[src/rtl/rf_pkg.sv]
package rf_pkg;

  // Per-register strobe bundle passed from write control to the storage.
  typedef struct packed {
    logic load;   // register updates at the next edge
    logic takeM;  // source is the M port (else the E port)
  } regStrobe_t;

endpackage

[src/rtl/rf_write_ctrl.sv]
module rf_write_ctrl
  import rf_pkg::*;
#(
  parameter int NUM_REGS = 8,
  parameter int ID_W     = 4
) (
  input  logic       rst,
  input  logic [ID_W-1:0] wrIdE,
  input  logic [ID_W-1:0] wrIdM,
  output logic       clearAll,
  output regStrobe_t strobes [NUM_REGS]
);

  assign clearAll = rst;

  // IDs at or above NUM_REGS match no slot, so they produce no write.
  for (genvar r = 0; r < NUM_REGS; r++) begin : g_dec
    logic hitE;
    logic hitM;
    assign hitE = (wrIdE == ID_W'(r));
    assign hitM = (wrIdM == ID_W'(r));
    // M port has priority on a same-register collision.
    assign strobes[r].load  = hitE | hitM;
    assign strobes[r].takeM = hitM;
  end

endmodule

[src/rtl/rf_storage.sv]
module rf_storage
  import rf_pkg::*;
#(
  parameter int DATA_W   = 32,
  parameter int NUM_REGS = 8,
  parameter int ID_W     = 4
) (
  input  logic              clk,
  input  logic              clearAll,
  input  regStrobe_t        strobes [NUM_REGS],
  input  logic [DATA_W-1:0] wrDataE,
  input  logic [DATA_W-1:0] wrDataM,
  input  logic [ID_W-1:0]   rdIdA,
  input  logic [ID_W-1:0]   rdIdB,
  output logic [DATA_W-1:0] rdDataA,
  output logic [DATA_W-1:0] rdDataB
);

  logic [DATA_W-1:0] regQ [NUM_REGS];

  for (genvar r = 0; r < NUM_REGS; r++) begin : g_reg
    always_ff @(posedge clk) begin
      if (clearAll) begin
        regQ[r] <= '0;
      end else if (strobes[r].load) begin
        regQ[r] <= strobes[r].takeM ? wrDataM : wrDataE;
      end
    end
  end

  // Read muxes: out-of-range IDs yield zero.
  always_comb begin
    rdDataA = '0;
    rdDataB = '0;
    for (int r = 0; r < NUM_REGS; r++) begin
      if (rdIdA == ID_W'(r)) rdDataA = regQ[r];
      if (rdIdB == ID_W'(r)) rdDataB = regQ[r];
    end
  end

endmodule

[src/rtl/dual_wport_regfile.sv]
module dual_wport_regfile
  import rf_pkg::*;
#(
  parameter int DATA_W   = 32,
  parameter int NUM_REGS = 8,
  parameter int ID_W     = 4
) (
  input  logic              clk,
  input  logic              rst,
  input  logic [ID_W-1:0]   rdIdA,
  input  logic [ID_W-1:0]   rdIdB,
  output logic [DATA_W-1:0] rdDataA,
  output logic [DATA_W-1:0] rdDataB,
  input  logic [ID_W-1:0]   wrIdE,
  input  logic [DATA_W-1:0] wrDataE,
  input  logic [ID_W-1:0]   wrIdM,
  input  logic [DATA_W-1:0] wrDataM
);

  logic       clearAll;
  regStrobe_t strobes [NUM_REGS];

  rf_write_ctrl #(
    .NUM_REGS(NUM_REGS),
    .ID_W    (ID_W)
  ) u_ctrl (
    .rst     (rst),
    .wrIdE   (wrIdE),
    .wrIdM   (wrIdM),
    .clearAll(clearAll),
    .strobes (strobes)
  );

  rf_storage #(
    .DATA_W  (DATA_W),
    .NUM_REGS(NUM_REGS),
    .ID_W    (ID_W)
  ) u_store (
    .clk     (clk),
    .clearAll(clearAll),
    .strobes (strobes),
    .wrDataE (wrDataE),
    .wrDataM (wrDataM),
    .rdIdA   (rdIdA),
    .rdIdB   (rdIdB),
    .rdDataA (rdDataA),
    .rdDataB (rdDataB)
  );

endmodule

[config.mk]
export PLATFORM = sky130hd
export DESIGN_NAME = dual_wport_regfile
export DESIGN_NICKNAME = d
export VERILOG_FILES = /design/src/rtl/rf_pkg.sv /design/src/rtl/rf_write_ctrl.sv /design/src/rtl/rf_storage.sv /design/src/rtl/dual_wport_regfile.sv
export SDC_FILE = /design/constraint.sdc
export NUM_CORES = 1
export LEC_CHECK = 0
export BUFFER_PORTS_ARGS = -buffer_cell sky130_fd_sc_hd__buf_4
export CAP_MARGIN = 25
export CORE_MARGIN = 5
export CORE_UTILIZATION = 55
export CTS_CLUSTER_DIAMETER = 120
export DETAILED_ROUTE_END_ITERATION = 7
export PLACE_DENSITY_LB_ADDON = 0.15
export SYNTH_ARGS = -nofsm -noshare
export SYNTH_HDL_FRONTEND = slang
export SYNTH_SLANG_ARGS = --single-unit
[constraint.sdc]
create_clock -name clk -period 2.1 [get_ports clk]
set_input_delay 0.42 -clock clk [delete_from_list [all_inputs] [get_ports clk]]
set_output_delay 0.42 -clock clk [all_outputs]
set_load 0.01 [all_outputs]
== Word level (Yosys, flattened, before mapping) ==
Memory sizes are Yosys's and may differ from the RTL's.
Index checks and enable logic that the tools add are counted.
Word-level totals
  flip-flop bits (word level): 0
  bits in writable memories: 256
  output and inout port bits: 64
  word-level logic and storage cells: 107
  memories: 1
Cells by class
  equality and inequality tests: 28
  mux-type cells: 58
  bitwise logic cells: 16
  reduce and logical (&&, ||, !) cells: 4
Memory list
  u_store.regQ: depth 8, width 32, rd ports 8, clocked after Yosys merged registers in 0, wr ports 8, RTL line rf_storage.sv:19  | logic [DATA_W-1:0] regQ [NUM_REGS];
Operators by type and width (count)
  $mux 32: 32
  $eq 4x3->1 const B: 16
  $eq 4x2->1 const B: 8
  $mux 1: 26
  $eq 4x1->1 const B: 4
  $logic_not 4->1: 4
  $or 1x1->1: 16

== Depth between registers and ports, before layout ==
Gate-level depths: netlist (run 1).
  depth after elaboration: 9
  gate-level depth with buffers: 7
  mapped depth without buffers: 4

== Cells and area by module ==
A second synthesis (run 1) with hierarchy kept.
Second synthesis, totals
  cell total of the unflattened synthesis: 1490
  area total of the unflattened synthesis: 16758.6 um^2
Modules (own cells, without submodules)
  rf_storage: instances 1, cells an instance 1452, area an instance 16485.8 um^2
  rf_write_ctrl: instances 1, cells an instance 38, area an instance 272.8 um^2

== Least setup slack after synthesis (run 1) ==
No wires, ideal clock.
  path kind: in2reg
  start: input port wrIdM[0]
  end: memory u_store.regQ[2][0] (netlist: u_store.regQ[0][64]), enable pin
  library setup time: 0.390 ns
  arrival time: 1.821 ns
  data required time: 1.710 ns
  slack: -0.111 ns
  cell stages on the path: 3
  path buffers: 1
  cells stage by stage: buf_4 nor4b_4 or3_1
RTL lines
  from (decl): RTL line dual_wport_regfile.sv:16  | input logic [ID_W-1:0] wrIdM,
  to (decl): RTL line rf_storage.sv:19

==> impl_results.html, run 1 <==
<table>
<tr><th>Metric</th><th>Value</th></tr>
<tr><th colspan="2">Yosys</th></tr>
<tr><td>Post-synthesis instance area</td><td>16700 um2</td></tr>
<tr><td>Synthesized flop and latch total</td><td>256</td></tr>
<tr><td>Number of different library cells in the post-synthesis netlist</td><td>49</td></tr>
<tr><td>Proportion of netlist area held by the largest area contributor</td><td>46.0%</td></tr>
<tr><td>Sequential-to-total area share from yosys stat</td><td>46.0%</td></tr>
<tr><td>Mean area per synthesized cell</td><td>10.6 um2</td></tr>
<tr><td>Count of mapped cells out of synthesis</td><td>1583</td></tr>
<tr><td>Post-Syn Nets</td><td>1665</td></tr>
<tr><td>Main area contributors after synthesis</td><td>edfxtp_1, a22oi_1, nor2_1</td></tr>
<tr><td>Number of enable-type register cells in the synthesized netlist</td><td>256</td></tr>
<tr><td>Async SR Flop Fraction</td><td>0%</td></tr>
<tr><td>Largest area contributor in the netlist</td><td>edfxtp_1</td></tr>
<tr><td>Most instantiated flip-flop cell in the synthesis netlist</td><td>edfxtp_1</td></tr>
<tr><td>YS warnings</td><td>0</td></tr>
<tr><th colspan="2">Finish</th></tr>
<tr><td>Share of post-route cells with drive strength above 1</td><td>36.2%</td></tr>
<tr><td>Max FFs per register</td><td>256</td></tr>
<tr><td>Final core occ</td><td>69.7%</td></tr>
<tr><td>Register with the most flip-flops</td><td>u_store.regQ</td></tr>
<tr><td>Layout Cell Area excl Fill</td><td>20800 um2</td></tr>
<tr><td>Top library cells by usage in the layout, fill and taps aside</td><td>nor2_1, buf_4, edfxtp_1, a22oi_1, mux2i_1</td></tr>
<tr><td>Area added between synthesis and finish</td><td>24.4%</td></tr>
<tr><td>Post-layout net count</td><td>1814</td></tr>
<tr><td>Registers with the most flip-flops</td><td>u_store.regQ (256)</td></tr>
<tr><td>Antenna fix cells</td><td>0</td></tr>
<tr><td>Commonest non-fill, non-tap cell in the layout</td><td>nor2_1</td></tr>
<tr><th colspan="2">Placed design</th></tr>
<tr><td>Global placer's final weighted congestion</td><td>0.981</td></tr>
<tr><td>DPL Wire Length</td><td>37900 um</td></tr>
<tr><td>Post-place instance area</td><td>18800 um2</td></tr>
<tr><td>Port buffer count</td><td>145</td></tr>
<tr><th colspan="2">Clock tree</th></tr>
<tr><td>Htree depth</td><td>1</td></tr>
<tr><td>CTS hold repair buffers</td><td>0</td></tr>
<tr><td>Deepest clock path buffer count</td><td>3</td></tr>
<tr><td>Clock root buffer</td><td>clkbuf_16</td></tr>
<tr><td>TritonCTS clock tree</td><td>built</td></tr>
<tr><td>Inserted Clock Buffers</td><td>27</td></tr>
<tr><td>Number of sinks driven by the clock tree</td><td>256</td></tr>
<tr><td>CTS clk-pin slew, worst paths</td><td>0.06 ns</td></tr>
<tr><th colspan="2">Timing</th></tr>
<tr><td>Worst Setup Slack, final</td><td>-0.264 ns</td></tr>
<tr><td>Number of failing hold endpoints at the final stage</td><td>0</td></tr>
<tr><td>Setup TNS</td><td>-6.19 ns</td></tr>
<tr><td>Setup repair after global routing missed its margin</td><td>yes</td></tr>
<tr><td>Worst hold slack</td><td>0.238 ns</td></tr>
<tr><td>Final Critical Period</td><td>2.36 ns</td></tr>
<tr><td>Final setup fails</td><td>61</td></tr>
<tr><td>Final period util</td><td>113%</td></tr>
<tr><td>Maximum clock frequency</td><td>423 MHz</td></tr>
<tr><td>Number of pins with negative max-slew slack in the final report</td><td>0</td></tr>
<tr><td>Worst Tran Pin Value</td><td>0.735 ns</td></tr>
<tr><td>Normalized max-slew margin</td><td>51.0%</td></tr>
<tr><th colspan="2">Global routing</th></tr>
<tr><td>Aggregate global-route resource usage</td><td>35.3%</td></tr>
<tr><td>Met1 routing resource usage after global routing</td><td>48.1%</td></tr>
<tr><td>Met2 Usage GRT</td><td>54.5%</td></tr>
<tr><td>Global route total overflow</td><td>0</td></tr>
<tr><td>Global-route met3 utilization</td><td>8.45%</td></tr>
<tr><td>Grt peak-use layer</td><td>met2</td></tr>
<tr><td>Pin count of the biggest net entering global routing</td><td>138</td></tr>
<tr><td>Vias in the first global route</td><td>14812</td></tr>
<tr><td>Antenna violations before repair</td><td>0</td></tr>
<tr><td>Wire length of the first global-routing pass</td><td>90800 um</td></tr>
<tr><th colspan="2">Drt</th></tr>
<tr><td>Routed wirelength normalized by instance count</td><td>29.2 um</td></tr>
<tr><td>First-pass iteration count of the detailed router</td><td>7</td></tr>
<tr><td>DRC violations left</td><td>0</td></tr>
<tr><td>DR vias</td><td>15264</td></tr>
<tr><td>DRT iter0 DRCs</td><td>2253</td></tr>
<tr><td>Total detailed-routing wirelength</td><td>62500 um</td></tr>
<tr><td>Antenna violation net count after detailed routing</td><td>0</td></tr>
<tr><td>Number of vias per cell</td><td>7.13</td></tr>
<tr><th colspan="2">Power and ir drop</th></tr>
<tr><td>Peak supply drop</td><td>0.540 mV</td></tr>
<tr><td>Register share of total power</td><td>46.5%</td></tr>
<tr><td>P_leak</td><td>7.60 nW</td></tr>
<tr><td>Total design power</td><td>13.6 mW</td></tr>
<tr><td>Power dissipated by switching net loads</td><td>3.90 mW</td></tr>
<tr><td>Relative contribution of combinational cells to total power</td><td>21.9%</td></tr>
<tr><td>P per Cell Area</td><td>656 nW/um2</td></tr>
<tr><td>Net switching fraction of the power</td><td>28.6%</td></tr>
<tr><td>Internal Pwr Total</td><td>9.74 mW</td></tr>
<tr><td>Proportion of power drawn by the clock network</td><td>31.6%</td></tr>
<tr><th colspan="2">Floorplan</th></tr>
<tr><td>Floorplan die area</td><td>34000 um2</td></tr>
<tr><td>Number of standard-cell rows in the floorplan</td><td>63</td></tr>
<tr><td>Starting utilization of the core area</td><td>56.1%</td></tr>
<tr><td>Height of the die</td><td>184 um</td></tr>
<tr><td>Core ar.</td><td>29800 um2</td></tr>
<tr><td>DIE WIDTH</td><td>184 um</td></tr>
<tr><td>I/O pin total</td><td>146</td></tr>
<tr><th colspan="2">Critical path</th></tr>
<tr><td>CP max-delay cell</td><td>edfxtp_1</td></tr>
<tr><td>Slowest stage delay, CP</td><td>0.40 ns</td></tr>
<tr><td>CP Max Fanout</td><td>2</td></tr>
<tr><td>Endpoint kind of the worst setup timing path</td><td>output port</td></tr>
<tr><td>Crit path from</td><td>u_store.regQ[0][30]</td></tr>
<tr><td>Setup crit start kind</td><td>flip-flop</td></tr>
<tr><td>Critical Setup Path Class</td><td>flip-flop to output port</td></tr>
<tr><td>Required time at the worst-slack endpoint</td><td>1.68 ns</td></tr>
<tr><td>Worst EP arrival</td><td>1.94 ns</td></tr>
<tr><td>Worst setup endpoint</td><td>rdDataB[30]</td></tr>
<tr><td>Cell chain of the critical path</td><td>mux2_4 &gt; a32oi_2 &gt; o21ai_1 &gt; a221o_1 &gt; buf_6</td></tr>
<tr><th colspan="2">Outcome</th></tr>
<tr><td>Status</td><td>finished, violations left</td></tr>
<tr><td>Violated checks</td><td>setup timing</td></tr>
<tr><th colspan="2">Hold path</th></tr>
<tr><td>Hold Crit Depth</td><td>3</td></tr>
<tr><td>Worst hold path type</td><td>input port to flip-flop</td></tr>
<tr><th colspan="2">Job</th></tr>
<tr><td>Max_cap viols</td><td>0</td></tr>
</table>
worst min-delay path by stage:
stage	from	endpoint
CTS	wrDataE[19]	u_store.regQ[1][83]
global route	wrDataE[19]	u_store.regQ[1][83]
floorplan	wrDataM[1]	u_store.regQ[1][65]
finish	wrDataE[19]	u_store.regQ[1][83]
detailed placement	wrDataE[19]	u_store.regQ[1][83]
global placement	wrDataE[9]	u_store.regQ[1][73]
per-layer routing:
| metal | part of all wire, % | up-vias |
|---|---|---|
| met4 | 4.8 | 0 |
| met5 | 0 | - |
| met1 | 36 | 7375 |
| met2 | 45 | 1304 |
| li1 | - | 6336 |
| met3 | 14 | 249 |
worst max-delay path: cells and delay by family, from the launching register on:
family                 cells  cell delay [ns]
multiplexers               1             0.29
flip-flops                 1             0.40
buffers and inverters      1             0.13
AO/OA/AOI/OAI              3             0.57
power groups by stage:
stage | clock network, mW | registers, mW | logic (mW)
6_report | 4.31 | 6.34 | 2.99
5_1_grt | 4.46 | 6.36 | 3.11
4_1_cts | 4.26 | 6.30 | 2.80
3_5_place_dp | 0 | 6.41 | 2.57
3_3_place_gp | 0 | 6.38 | 2.53
2_1_floorplan | 0 | 6.31 | 1.52
through the flow:
step | cells | worst slack, ns
after floorplan | 1583 | 0.00483
after global placement | 2052 | -0.403
after detailed placement | 2052 | -0.423
after CTS | 2129 | -0.215
after global routing | 2141 | -0.370
final | 2141 | -0.264
what timing repair did:
item	4_1_cts	5_1_grt
endpoints found under the setup margin	64	64
resized for setup	139	78
gates cloned	2	0
setup buffers	27	14
pin swaps	49	36
Yosys cell counts (2+ instances only):
cell type	instances
clkbuf_2	18
and2_1	2
nor4_1	2
a21o_1	4
a31oi_1	2
and3_1	2
o21ai_0	67
mux4_2	26
o2bb2ai_1	11
buf_1	8
a32oi_1	5
nor3_1	7
nand2b_1	6
nor4bb_1	3
a222oi_1	5
or2_2	2
buf_2	51
mux2_2	52
clkbuf_1	101
nand3_1	6
a22o_1	15
a21oi_1	36
inv_1	21
nor4b_4	4
nor3b_1	4
mux2i_1	86
a22oi_2	30
nor4b_1	2
o221ai_1	16
a221oi_1	13
buf_6	10
nor2_2	30
nor4_4	5
o32ai_1	12
buf_4	37
or3_1	9
a22oi_1	258
a211oi_1	5
edfxtp_1	256
a221o_1	7
a2bb2oi_1	4
nand2_1	34
nor2_1	279
nor2b_1	25
cell families after synthesis:
group | Yosys count | synth area share [%]
buffers and inverters | 246 | 7.33
muxes | 164 | 12.2
AOI/OAI and AO/OA | 491 | 22.2
DFF | 256 | 46.0
and+or+nand+nor | 426 | 12.3
final cells by class:
| type | instances | area, um2 |
|---|---|---|
| well taps | 390 | 488 |
| clock inverters | 10 | 38.8 |
| fillers | 2212 | 9010 |
| flip-flops and latches | 256 | 7690 |
| clock buffers | 38 | 717 |
| inverters | 21 | 78.8 |
| multi-input cells | 1081 | 8510 |
| repair buffers | 345 | 3260 |
Power figures use the tool's default switching activity.
==> run 2, diff against run 1 <==
--- a/config.mk
+++ b/config.mk
@@ -8,8 +8,8 @@
 export BUFFER_PORTS_ARGS = -buffer_cell sky130_fd_sc_hd__buf_4
 export CAP_MARGIN = 25
 export CORE_MARGIN = 5
-export CORE_UTILIZATION = 55
-export CTS_CLUSTER_DIAMETER = 120
+export CORE_UTILIZATION = 40
+export CTS_CLUSTER_DIAMETER = 100
 export DETAILED_ROUTE_END_ITERATION = 7
 export PLACE_DENSITY_LB_ADDON = 0.15
 export SYNTH_ARGS = -nofsm -noshare
==> run 2 against run 1 <==
Effect of this change: critical path depth is the same; critical endpoint is now rdDataA[0]; power grew 9.5%; via count shrank 1.0%; non-clock buffer count grew 47; cell count grew 9.2%; the flow still finishes with violations (setup timing); worst setup slack lost 0.026 ns; flip-flop and latch count is the same; count of clock-buffer cells in the layout shrank 4; wire length grew 9.4%.
==> impl_results.html, run 2 (synthesis results as in run 1) <==
<table>
<tr><th>Metric</th><th>Value</th></tr>
<tr><th colspan="2">Drt</th></tr>
<tr><td>Number of vias per cell</td><td>6.46 (was 7.13)</td></tr>
<tr><td>Antenna violation net count after detailed routing</td><td>0 (unchanged)</td></tr>
<tr><td>DRC violations left</td><td>0 (unchanged)</td></tr>
<tr><td>Total detailed-routing wirelength</td><td>68400 um (was 62500 um)</td></tr>
<tr><td>DR vias</td><td>15111 (was 15264)</td></tr>
<tr><td>DRT iter0 DRCs</td><td>1975 (was 2253)</td></tr>
<tr><td>First-pass iteration count of the detailed router</td><td>7 (unchanged)</td></tr>
<tr><td>Routed wirelength normalized by instance count</td><td>29.2 um (about the same)</td></tr>
<tr><th colspan="2">Floorplan</th></tr>
<tr><td>Floorplan die area</td><td>45900 um2 (was 34000 um2)</td></tr>
<tr><td>Number of standard-cell rows in the floorplan</td><td>74 (was 63)</td></tr>
<tr><td>Height of the die</td><td>214 um (was 184 um)</td></tr>
<tr><td>Starting utilization of the core area</td><td>40.6% (was 56.1%)</td></tr>
<tr><td>DIE WIDTH</td><td>214 um (was 184 um)</td></tr>
<tr><td>Core ar.</td><td>41100 um2 (was 29800 um2)</td></tr>
<tr><td>I/O pin total</td><td>146 (unchanged)</td></tr>
<tr><th colspan="2">Global routing</th></tr>
<tr><td>Pin count of the biggest net entering global routing</td><td>121 (was 138)</td></tr>
<tr><td>Global route total overflow</td><td>0 (unchanged)</td></tr>
<tr><td>Wire length of the first global-routing pass</td><td>99400 um (was 90800 um)</td></tr>
<tr><td>Vias in the first global route</td><td>14957 (was 14812)</td></tr>
<tr><td>Antenna violations before repair</td><td>2 (was 0)</td></tr>
<tr><td>Aggregate global-route resource usage</td><td>28.3% (was 35.3%)</td></tr>
<tr><th colspan="2">Finish</th></tr>
<tr><td>Non-filler cells, final</td><td>2338 (was 2141)</td></tr>
<tr><td>Antenna fix cells</td><td>0 (unchanged)</td></tr>
<tr><td>Register with the most flip-flops</td><td>u_store.regQ (unchanged)</td></tr>
<tr><td>Top library cells by usage in the layout, fill and taps aside</td><td>buf_4, nor2_1, edfxtp_1, a22oi_1, mux2i_1 (was nor2_1, buf_4, edfxtp_1, a22oi_1, mux2i_1)</td></tr>
<tr><td>Commonest non-fill, non-tap cell in the layout</td><td>buf_4 (was nor2_1)</td></tr>
<tr><td>Post-layout net count</td><td>1864 (was 1814)</td></tr>
<tr><td>Registers with the most flip-flops</td><td>u_store.regQ (256) (unchanged)</td></tr>
<tr><td>Max FFs per register</td><td>256 (unchanged)</td></tr>
<tr><td>Area added between synthesis and finish</td><td>32.0% (was 24.4%)</td></tr>
<tr><td>Share of post-route cells with drive strength above 1</td><td>39.4% (was 36.2%)</td></tr>
<tr><th colspan="2">Clock tree</th></tr>
<tr><td>CTS clk-pin slew, worst paths</td><td>0.06 ns (about the same)</td></tr>
<tr><td>TritonCTS clock tree</td><td>built (unchanged)</td></tr>
<tr><td>Clock root buffer</td><td>clkbuf_16 (unchanged)</td></tr>
<tr><td>Deepest clock path buffer count</td><td>3 (unchanged)</td></tr>
<tr><td>Number of sinks driven by the clock tree</td><td>256 (unchanged)</td></tr>
<tr><td>CTS hold repair buffers</td><td>0 (unchanged)</td></tr>
<tr><td>Htree depth</td><td>1 (unchanged)</td></tr>
<tr><td>Inserted Clock Buffers</td><td>30 (was 27)</td></tr>
<tr><th colspan="2">Timing</th></tr>
<tr><td>Final setup fails</td><td>54 (was 61)</td></tr>
<tr><td>Final period util</td><td>114% (was 113%)</td></tr>
<tr><td>Final Critical Period</td><td>2.39 ns (was 2.36 ns)</td></tr>
<tr><td>Maximum clock frequency</td><td>418 MHz (was 423 MHz)</td></tr>
<tr><td>Number of pins with negative max-slew slack in the final report</td><td>0 (unchanged)</td></tr>
<tr><td>Normalized max-slew margin</td><td>53.8% (was 51.0%)</td></tr>
<tr><td>Number of failing hold endpoints at the final stage</td><td>0 (unchanged)</td></tr>
<tr><td>Worst Tran Pin Value</td><td>0.693 ns (was 0.735 ns)</td></tr>
<tr><td>Worst Setup Slack, final</td><td>-0.290 ns (was -0.264 ns)</td></tr>
<tr><td>Setup repair after global routing missed its margin</td><td>yes (unchanged)</td></tr>
<tr><th colspan="2">Outcome</th></tr>
<tr><td>Status</td><td>finished, violations left (unchanged)</td></tr>
<tr><td>Violated checks</td><td>setup timing (unchanged)</td></tr>
<tr><th colspan="2">Power and ir drop</th></tr>
<tr><td>Total design power</td><td>14.9 mW (was 13.6 mW)</td></tr>
<tr><td>Peak supply drop</td><td>0.585 mV (was 0.540 mV)</td></tr>
<tr><td>P per Cell Area</td><td>677 nW/um2 (was 656 nW/um2)</td></tr>
<tr><td>P_leak</td><td>8.11 nW (was 7.60 nW)</td></tr>
<tr><th colspan="2">Placed design</th></tr>
<tr><td>Setup slack after placement</td><td>-0.535 ns (was -0.423 ns)</td></tr>
<tr><td>Port buffer count</td><td>145 (unchanged)</td></tr>
<tr><td>Global placer's final weighted congestion</td><td>0.896 (was 0.981)</td></tr>
<tr><td>DPL Wire Length</td><td>41300 um (was 37900 um)</td></tr>
<tr><td>Placed Instances</td><td>2214 (was 2052)</td></tr>
<tr><th colspan="2">Critical path</th></tr>
<tr><td>Worst EP arrival</td><td>1.97 ns (was 1.94 ns)</td></tr>
<tr><td>CP Max Fanout</td><td>2 (unchanged)</td></tr>
<tr><td>Worst setup endpoint</td><td>rdDataA[0] (was rdDataB[30])</td></tr>
<tr><td>Setup crit start kind</td><td>flip-flop (unchanged)</td></tr>
<tr><td>Endpoint kind of the worst setup timing path</td><td>output port (unchanged)</td></tr>
<tr><td>Critical Setup Path Class</td><td>flip-flop to output port (unchanged)</td></tr>
<tr><td>Required time at the worst-slack endpoint</td><td>1.68 ns (about the same)</td></tr>
<tr><td>Crit path from</td><td>u_store.regQ[1][0] (was u_store.regQ[0][30])</td></tr>
<tr><th colspan="2">Hold path</th></tr>
<tr><td>Worst hold path type</td><td>input port to flip-flop (unchanged)</td></tr>
<tr><th colspan="2">Job</th></tr>
<tr><td>Max_cap viols</td><td>0 (unchanged)</td></tr>
</table>
## run 2: routing by layer
metal / track usage (%) / vias up / share of wire, %
met5: 0 / - / 0.045
met4: 9.53 / 4 / 3.4
met3: 5.34 / 163 / 11
met2: 43.8 / 1026 / 45
met1: 40.0 / 7466 / 40
li1: - / 6452 / -
## run 2: report_power, final
group,switching (mW),total [mW],internal [mW]
clock network,2.21,5.37,3.16
registers,0.261,6.34,6.07
logic,1.76,3.23,1.47
total,4.23,14.9,10.7
## run 2: critical path: stages (launching register included)
cell      delay [ns]
edfxtp_1        0.41
mux4_2          0.49
mux2i_2         0.19
buf_4           0.16
nor2_4          0.03
buf_6           0.11
## run 2: worst min-delay path by stage
stage / start / end / slack (ns) / cells past startpoint
global route: wrDataE[23] / u_store.regQ[1][87] / 0.24 / 3
global placement: wrDataE[16] / u_store.regQ[1][80] / 0.79 / 3
finish: wrDataE[13] / u_store.regQ[1][77] / 0.23 / 3
detailed placement: wrDataE[9] / u_store.regQ[1][73] / 0.80 / 3
floorplan: wrDataM[1] / u_store.regQ[1][65] / 0.79 / 3
CTS: wrDataE[9] / u_store.regQ[1][73] / 0.21 / 3
## run 2: timing repair
action	CTS	global route
pin swaps	68	38
hold endpoints to repair	0	0
setup buffers	49	20
gates cloned	6	1
endpoints found under the setup margin	64	64
gates resized for setup	189	78
## run 2: final cells by class
| cell class | count | area, um2 |
|---|---|---|
| Fill cell | 3571 | 19100 |
| Multi-Input combinational cell | 1081 | 8600 |
| Sequential cell | 256 | 7690 |
| Timing Repair Buffer | 392 | 4030 |
| Clock buffer | 34 | 787 |
| Tap cell | 532 | 666 |
| Clock inverter | 22 | 203 |
| Inverter | 21 | 78.8 |
## run 2: per-stage QoR
step | utilization, % | setup TNS (ns) | hold WS, ns | instance area (um2)
6_report | 53.6 | -7.58 | 0.231 | 22000
5_1_grt | 53.6 | -10.39 | 0.238 | 22000
4_1_cts | 52.4 | -7.97 | 0.212 | 21500
3_5_place_dp | 47.1 | -16.17 | 0.802 | 19400
3_3_place_gp | 47.1 | -19.17 | 0.794 | 19300
2_1_floorplan | - | 0 | 0.787 | 16700
